[src/rtl/gpio_xint_pkg.sv]
package gpio_xint_pkg;
  localparam int ADDR_W = 3;

  typedef enum logic [ADDR_W-1:0] {
    RA_IN   = 3'd0,
    RA_OUT  = 3'd1,
    RA_INV  = 3'd2,
    RA_DIR  = 3'd3,
    RA_STAT = 3'd4,
    RA_IEN  = 3'd5,
    RA_CTRL = 3'd6,
    RA_NONE = 3'd7
  } reg_addr_e;

  localparam int CB_INT_PULSE = 0;
  localparam int CB_INT_HIGH  = 1;
  localparam int CB_OUT_PULSE = 2;
  localparam int CTRL_W       = 3;
endpackage

[src/rtl/gpio_sync.sv]
module gpio_sync #(
  parameter int WIDTH = 8
) (
  input  logic             clk,
  input  logic             rst,
  input  logic [WIDTH-1:0] pin_i,
  output logic [WIDTH-1:0] sync_o,
  output logic [WIDTH-1:0] edge_o
);
  for (genvar i = 0; i < WIDTH; i++) begin : g_bit
    logic s1, s2, s3;
    always_ff @(posedge clk) begin
      if (rst) begin
        s1 <= 1'b0;
        s2 <= 1'b0;
        s3 <= 1'b0;
      end else begin
        s1 <= pin_i[i];
        s2 <= s1;
        s3 <= s2;
      end
    end
    assign sync_o[i] = s2;
    assign edge_o[i] = s2 ^ s3;
  end
endmodule

[src/rtl/gpio_irq.sv]
module gpio_irq #(
  parameter int WIDTH     = 8,
  parameter int PULSE_LEN = 8
) (
  input  logic             clk,
  input  logic             rst,
  input  logic [WIDTH-1:0] edge_i,
  input  logic [WIDTH-1:0] in_mask,
  input  logic [WIDTH-1:0] ien,
  input  logic             rd_clr,
  input  logic             pulse_mode,
  input  logic             act_high,
  output logic [WIDTH-1:0] stat_o,
  output logic             int_o
);
  localparam int CW = $clog2(PULSE_LEN + 1);

  logic [WIDTH-1:0] stat;
  logic [WIDTH-1:0] new_ev;
  logic [CW-1:0]    cnt;
  logic             pend, pend_q, active;

  assign new_ev = edge_i & in_mask;
  assign pend   = |(stat & ien);
  assign active = pulse_mode ? (cnt != '0) : pend;
  assign stat_o = stat;

  always_ff @(posedge clk) begin
    if (rst) begin
      stat   <= '0;
      pend_q <= 1'b0;
      cnt    <= '0;
      int_o  <= 1'b1;
    end else begin
      stat   <= rd_clr ? new_ev : (stat | new_ev);
      pend_q <= pend;
      if (pend && !pend_q)
        cnt <= CW'(PULSE_LEN);
      else if (cnt != '0)
        cnt <= cnt - 1'b1;
      int_o <= act_high ? active : !active;
    end
  end


  stat_set_chk: assert property (@(posedge clk) disable iff (rst)
    1'b1 |=> ((stat & ~$past(stat) & ~$past(new_ev)) == '0));


  stat_clear_chk: assert property (@(posedge clk) disable iff (rst)
    (rd_clr && new_ev == '0) |=> (stat == '0));


  hold_pulse_chk: assert property (@(posedge clk) disable iff (rst)
    (cnt != '0 && pend_q && pend) |=> (cnt == CW'($past(cnt) - 1'b1)));
endmodule

[src/rtl/gpio_outdrv.sv]
module gpio_outdrv #(
  parameter int WIDTH     = 8,
  parameter int PULSE_LEN = 8
) (
  input  logic             clk,
  input  logic             rst,
  input  logic             wr,
  input  logic [WIDTH-1:0] wdata,
  input  logic             pulse_mode,
  output logic [WIDTH-1:0] data_o
);
  localparam int CW = $clog2(PULSE_LEN + 1);

  logic [CW-1:0] cnt;

  always_ff @(posedge clk) begin
    if (rst) begin
      data_o <= '0;
      cnt    <= '0;
    end else if (wr) begin
      data_o <= wdata;
      cnt    <= pulse_mode ? CW'(PULSE_LEN) : '0;
    end else if (cnt != '0) begin
      cnt <= cnt - 1'b1;
      if (cnt == CW'(1))
        data_o <= '0;
    end
  end


  out_pulse_end_chk: assert property (@(posedge clk) disable iff (rst)
    (!wr && cnt == CW'(1)) |=> (data_o == '0));
endmodule

[src/rtl/gpio_xint.sv]
module gpio_xint
  import gpio_xint_pkg::*;
#(
  parameter int WIDTH     = 8,
  parameter int PULSE_LEN = 8
) (
  input  logic              clk,
  input  logic              rst,
  input  logic              wr_en,
  input  logic              rd_en,
  input  logic [ADDR_W-1:0] addr,
  input  logic [WIDTH-1:0]  wdata,
  output logic [WIDTH-1:0]  rdata,
  input  logic [WIDTH-1:0]  pin_in,
  output logic [WIDTH-1:0]  pin_out,
  output logic [WIDTH-1:0]  pin_oe,
  output logic              int_out
);
  reg_addr_e         ra;
  logic [WIDTH-1:0]  sync_v, edge_v, stat_v, out_v;
  logic [WIDTH-1:0]  inv_r, dir_r, ien_r, in_val;
  logic [CTRL_W-1:0] ctrl_r;
  logic              rd_clr;

  assign ra     = reg_addr_e'(addr);
  assign in_val = (sync_v ^ inv_r) & ~dir_r;
  assign rd_clr = rd_en && (ra == RA_STAT);

  gpio_sync #(.WIDTH(WIDTH)) u_sync (
    .clk(clk), .rst(rst), .pin_i(pin_in), .sync_o(sync_v), .edge_o(edge_v)
  );

  gpio_irq #(.WIDTH(WIDTH), .PULSE_LEN(PULSE_LEN)) u_irq (
    .clk(clk), .rst(rst), .edge_i(edge_v), .in_mask(~dir_r), .ien(ien_r),
    .rd_clr(rd_clr), .pulse_mode(ctrl_r[CB_INT_PULSE]),
    .act_high(ctrl_r[CB_INT_HIGH]), .stat_o(stat_v), .int_o(int_out)
  );

  gpio_outdrv #(.WIDTH(WIDTH), .PULSE_LEN(PULSE_LEN)) u_out (
    .clk(clk), .rst(rst), .wr(wr_en && (ra == RA_OUT)), .wdata(wdata),
    .pulse_mode(ctrl_r[CB_OUT_PULSE]), .data_o(out_v)
  );

  always_ff @(posedge clk) begin
    if (rst) begin
      inv_r  <= '0;
      dir_r  <= '0;
      ien_r  <= '0;
      ctrl_r <= '0;
    end else if (wr_en) begin
      case (ra)
        RA_INV:  inv_r  <= wdata;
        RA_DIR:  dir_r  <= wdata;
        RA_IEN:  ien_r  <= wdata;
        RA_CTRL: ctrl_r <= wdata[CTRL_W-1:0];
        default: ;
      endcase
    end
  end

  always_ff @(posedge clk) begin
    if (rst) begin
      rdata <= '0;
    end else if (rd_en) begin
      case (ra)
        RA_IN:   rdata <= in_val;
        RA_OUT:  rdata <= out_v;
        RA_INV:  rdata <= inv_r;
        RA_DIR:  rdata <= dir_r;
        RA_STAT: rdata <= stat_v;
        RA_IEN:  rdata <= ien_r;
        RA_CTRL: rdata <= WIDTH'(ctrl_r);
        default: rdata <= '0;
      endcase
    end
  end

  assign pin_out = out_v;
  assign pin_oe  = dir_r;


  oe_dir_chk: assert property (@(posedge clk) disable iff (rst)
    (wr_en && ra == RA_DIR) |=> (pin_oe == $past(wdata)));
endmodule

[config.mk]
export PLATFORM = sky130hd
export DESIGN_NAME = gpio_xint
export DESIGN_NICKNAME = d
export VERILOG_FILES = /design/src/rtl/gpio_xint_pkg.sv /design/src/rtl/gpio_sync.sv /design/src/rtl/gpio_irq.sv /design/src/rtl/gpio_outdrv.sv /design/src/rtl/gpio_xint.sv
export SDC_FILE = /design/constraint.sdc
export NUM_CORES = 1
export LEC_CHECK = 0
export BUFFER_PORTS_ARGS = -buffer_cell sky130_fd_sc_hd__buf_4
export CORE_MARGIN = 10
export CORE_UTILIZATION = 51
export CTS_BUF_LIST = sky130_fd_sc_hd__clkbuf_2 sky130_fd_sc_hd__clkbuf_4 sky130_fd_sc_hd__clkbuf_8
export DETAILED_ROUTE_END_ITERATION = 10
export MAX_ROUTING_LAYER = met4
export PLACE_DENSITY_LB_ADDON = 0.2
export SYNTH_ARGS = -nofsm -noshare
export SYNTH_HDL_FRONTEND = slang
export SYNTH_SLANG_ARGS = --single-unit
[constraint.sdc]
create_clock -name clk -period 1.95 [get_ports clk]
set_input_delay 0.39 -clock clk [delete_from_list [all_inputs] [get_ports clk]]
set_output_delay 0.39 -clock clk [all_outputs]
set_load 0.1 [all_outputs]
### After elaboration in Yosys (flattened, before gate mapping)

Index checks and enable logic that the tools add are counted.

| cells by class | value |
|---|---|
| add/sub/neg operators | 2 |
| equality and inequality tests | 7 |
| muxes and demuxes | 12 |
| bitwise gates (word level) | 14 |
| reduce and logical (&&, ||, !) cells | 18 |

Operator list:

| cell | count |
|---|---|
| one-hot mux 8 bit (7 select lines) | 1 |
| 2-to-1 mux 8 bit | 4 |
| AND 8 bit | 3 |
| 2-to-1 mux 4 bit | 5 |
| AND reduction 2 bit | 5 |
| equality test 3 bit, second input constant | 3 |
| NOT 8 bit | 1 |
| bitwise OR 8 bit | 1 |
| nonzero test 4 bit | 2 |
| OR reduction 8 bit | 1 |
| subtractor 4 x 1 -> 4 bit, second input constant | 2 |
| XOR 1 bit | 8 |
| XOR 8 bit | 1 |
| equality test 3 x 2 -> 1 bit, second input constant | 2 |
| nonzero test 2 bit | 3 |
| equality test 4 x 1 -> 1 bit, second input constant | 1 |
| equality test 3 x 1 -> 1 bit, second input constant | 1 |
| logical AND 1 bit | 3 |
| logical NOT 3 bit | 1 |
| logical NOT 1 bit | 2 |
| 2-to-1 mux 1 bit | 2 |
| OR reduction 2 bit | 1 |

| storage, ports and cells | value |
|---|---|
| register bits after elaboration | 85 |

### Depth between registers and ports, before layout

| logic depth | value |
|---|---|
| depth after elaboration | 5 |
| mapped depth | 7 |

### Cells and area by module

From an unflattened synthesis, not the netlist that was laid out.

| unflattened totals | value |
|---|---|
| cells, all modules | 415 |
| area, all modules | 3822.4 um^2 |

Modules (own cells, without submodules):

| module | times used | cells each | area each (um^2) | seq. area each (um^2) |
|---|---|---|---|---|
| gpio_xint | 1 | 230 | 1835.5 | 700.7 |
| gpio_sync | 1 | 66 | 823.3 | 480.5 |
| gpio_outdrv | 1 | 58 | 598.1 | 240.2 |
| gpio_irq | 1 | 61 | 565.5 | 280.3 |

### Worst setup path after synthesis

Ideal clock, no wire load.

| timing path | value |
|---|---|
| path kind | reg2reg |
| start point | register dir_r[0] (netlist: pin_oe[0]) |
| end point | register rdata[0] |
| library setup time | 87 ps |
| arrival time | 1737 ps |
| data required time | 1863 ps |
| slack | 127 ps |
| cell stages (with the launch flop) | 5 |
| period minus slack after synthesis | 1823 ps |
| cell sequence | dfxtp_1 -> mux2_2 -> a221oi_1 -> a21o_1 -> a221oi_2 |

| between the ends | value |
|---|---|
| cells in the longest elaborated chain, start to end | 3 |

RTL lines:

| item | RTL line | text |
|---|---|---|
| start: declaration | gpio_xint.sv:21 | `logic [WIDTH-1:0] inv_r, dir_r, ien_r, in_val;` |
| start signal: assignment | gpio_xint.sv:53 | `RA_DIR: dir_r <= wdata;` |
| NOT 8 bit | gpio_xint.sv:26 | `assign in_val = (sync_v ^ inv_r) & ~dir_r;` |
| AND 8 bit | gpio_xint.sv:26 |  |
| one-hot mux 8 bit (7 select lines) (*) | gpio_xint.sv:65 | `case (ra)` |
| end signal: assignment | gpio_xint.sv:66 | `RA_IN: rdata <= in_val;` |
| end signal: assignment | gpio_xint.sv:67 | `RA_OUT: rdata <= out_v;` |
| end signal: assignment | gpio_xint.sv:68 | `RA_INV: rdata <= inv_r;` |
| end: declaration | gpio_xint.sv:13 | `output logic [WIDTH-1:0] rdata,` |

Mark *: on every way between the ends. The rest lies on a longest branch, timed or not.
A chain may end at the register's enable or synchronous reset.

### Final worst setup path

| timing path | value |
|---|---|
| start point | register u_irq.cnt[0] |
| end point | register u_irq.int_o |

| between the ends | value |
|---|---|
| cells in the longest elaborated chain, start to end | 4 |

RTL lines:

| item | RTL line | text |
|---|---|---|
| start: declaration | gpio_irq.sv:20 | `logic [CW-1:0] cnt;` |
| start signal: assignment | gpio_irq.sv:38 | `cnt <= CW'(PULSE_LEN);` |
| start signal: assignment | gpio_irq.sv:40 | `cnt <= cnt - 1'b1;` |
| nonzero test 4 bit (*) | gpio_irq.sv:25 | `assign active = pulse_mode ? (cnt != '0) : pend;` |
| 2-to-1 mux 1 bit (*) | gpio_irq.sv:25 |  |
| logical NOT 1 bit | gpio_irq.sv:41 | `int_o <= act_high ? active : !active;` |
| 2-to-1 mux 1 bit (*) | gpio_irq.sv:41 |  |
| end signal: assignment | gpio_irq.sv:41 |  |
| end: declaration | gpio_irq.sv:14 | `output logic int_o` |

Marks and branches as above.

==> impl_results.md <==
- CTS max path bufs: 2
- Worst EP arrival: 1.81 ns
- Total number of yosys warnings: 0
- Hold_buf cts: 0
- Critical Path End Type: flop
- Initial Utilization: 0.531
- FMAX: 639 MHz
- Rows: 30
- Synth top area cells: dfxtp_1, nand2_1, nor2b_1
- Iter 0 DRT Violations: 218
- Peak supply drop: 0.000816 V
- Post-layout minimum cycle time: 1.57 ns
- Diode count: 0
- CTS tree: built
- Endpoints failing hold: 0
- Iteration count of the initial detailed-routing pass: 5
- Clk root buf: clkbuf_8
- Fillers: 643
- Total clock sinks: 85
- Avg Inst Size Synth: 9.03 sq um
- Final TNS setup: 0 ns
- Die area: 11000 sq um
- Sequential cell area fraction in the yosys report: 0.464
- Count leader, synth: dfxtp_1
- Post-CTS Resized: 0
- Number of enable flip-flop cells after synthesis: 0
- Vias in the first global route: 3006
- Port buffer count: 47
- Fin Clk Skew: 0.00734 ns
- Synthesized instance count: 406
- Synth-to-layout area growth: 16.2%
- Worst relative slew slack: 0.595
- MaxCap Viol Count: 0
- Synth Net Count: 433
- Final setup vio count: 0
- Worst Max-Slew Pin Slew: 0.608 ns
- Tot GR Track Use: 0.171
- Detailed Route WL: 9370 um
- Static Leak: 1.61 nW
- Synth Cell Area: 3660 sq um
- Core ar.: 6910 sq um
- Routability cong.: 0.860
- Routed Antenna Nets: 0
- Post-synth cell types: 47
- Final net count: 473
- CTS H-Tree Depth: 3
- Die H: 105 um
- Hold Crit Class: in2reg
- Initial antenna violation count: 0
- RSZ-0062 raised after global routing: false
- Clock slew at reported path FFs: 0.08 ns
- Total placed cells including tap cells: 531
- Critical path class: reg2reg
- Status: finished, final reports clean
- Synth top area share: 0.464
- DR vias: 3106
- Finished Layout Cells: 547
- WL/cell: 17.1 um
- Final instance area: 4260 sq um
- Top cells by count, synth: dfxtp_1, nand2_1, a21oi_1, nor2_1, nor2b_1
- CP Launch Type: flop
- First-pass GRT wire length: 15200 um
- Synth area leader: dfxtp_1
- Required @ worst endpoint: 2.20 ns
- Flop2flop setup slack: 0.38 ns
- Share of cells above drive strength 1: 0.191
- Setup Fix Bufs, Post-CTS: 0
- Crit path max fanout: 5
- Largest net degree at the start of global routing: 53
- Period utilization: 0.803
- Gr ovfl total: 0
- Slew Limit Fails: 0
- Insertion delay of the later-clocked pin in the worst-skew pair: 0.35 ns
- Async SR Flop Fraction: 0
- Synthesized flop and latch total: 85
- Placed Area: 4050 sq um
- DR DRC count: 0
- Cell Pwr Density: 943 nW/um^2
- Post-synth top flop: dfxtp_1
- Post-DR vias/cell: 5.68
- Num CTS Buffers: 9
- Die X: 105 um
- Ports: 48
- Dpl hpwl: 6510 um
## state kept, by name, summed over array words and instances, names as in the netlist
signal,cells
ien_r,8
inv_r,8
pin_oe,8
rdata,8
u_irq.stat_o,8
u_out.data_o,8
u_sync.g_bit.s1,8
u_sync.g_bit.s2,8
u_sync.g_bit.s3,8
u_irq.cnt,4
u_out.cnt,4
ctrl_r,3
u_irq.int_o,1
u_irq.pend_q,1
## layout by cell type (no fill, tap or decap), drive strengths merged, types with 2 or more instances in the layout
| cell | count |
|---|---|
| dfxtp | 85 |
| inv | 6 |
| xnor2 | 17 |
| nand3 | 6 |
| and2b | 2 |
| buf | 51 |
| a22oi | 19 |
| or4 | 3 |
| nand3b | 2 |
| mux2 | 6 |
| ha | 4 |
| clkinv | 4 |
| clkbuf | 11 |
| o21ai | 3 |
| nand2b | 4 |
| a31oi | 3 |
| and3 | 2 |
| nand2 | 63 |
| a21oi | 37 |
| nor2b | 30 |
| mux2i | 8 |
| o21a | 3 |
| nor3 | 7 |
| a221oi | 12 |
| nor2 | 37 |
| nor3b | 2 |
| o211ai | 2 |
| a21o | 6 |
## worst paths after layout
| check | end | depth (start not counted) | from |
|---|---|---|---|
| hold reg to reg | u_sync.g_bit[5].s2 | 1 | u_sync.g_bit[5].s1 |
| setup / recovery | u_irq.int_o | 6 | u_irq.cnt[0] |
| hold / removal | u_sync.g_bit[1].s1 | 2 | pin_in[1] |
| setup reg to reg | u_irq.int_o | 6 | u_irq.cnt[0] |
## report_power, final
part	switching [mW]	internal, mW	total (mW)
logic	0.465	0.320	0.784
registers	0.0998	1.85	1.95
clock network	0.632	0.644	1.28
total	1.20	2.82	4.01
## cells by family after synthesis
group           count (synthesis)  synth area share
compound gates                 92             0.176
xor+xnor                       18            0.0430
fa+ha+maj                       4            0.0137
buf+inv                        29            0.0420
flops                          85             0.464
mux                            14            0.0403
simple gates                  164             0.221
## area by class of cell
cell class                 count  area [sq um]  area share
multi-input combinational    292          1810       0.425
sequential                    85          1700       0.400
timing repair buffer          51           395      0.0929
clock buffer                  11           145      0.0341
tap                           96           120      0.0282
clock inverter                 5          60.1      0.0141
inverter                       7          26.3     0.00617
## per-stage QoR
step                      hold WS (ns)  worst slack [ns]   util  power [mW]
after global routing             0.246             0.312  0.616        4.19
after floorplan                  0.414             0.127      -        2.59
after detailed placement         0.425             0.173  0.587        2.77
after CTS                        0.238             0.377  0.616        4.02
after global placement           0.417             0.177  0.587        2.74
final                            0.248             0.384  0.616        4.01
## routing by layer
layer | part of all wire | global-route usage
met5 | 0 | -
met2 | 0.47 | 0.264
met4 | 0.022 | 0.0706
met3 | 0.046 | 0.0289
met1 | 0.46 | 0.216
## worst max-delay path, stage by stage, from the launching register on
cell	delay, ns
dfxtp_1	0.34
inv_1	0.06
ha_1	0.19
or3b_2	0.53
nand2_1	0.10
o211ai_1	0.08
a21o_1	0.16
(Power assumes the default switching activity.)
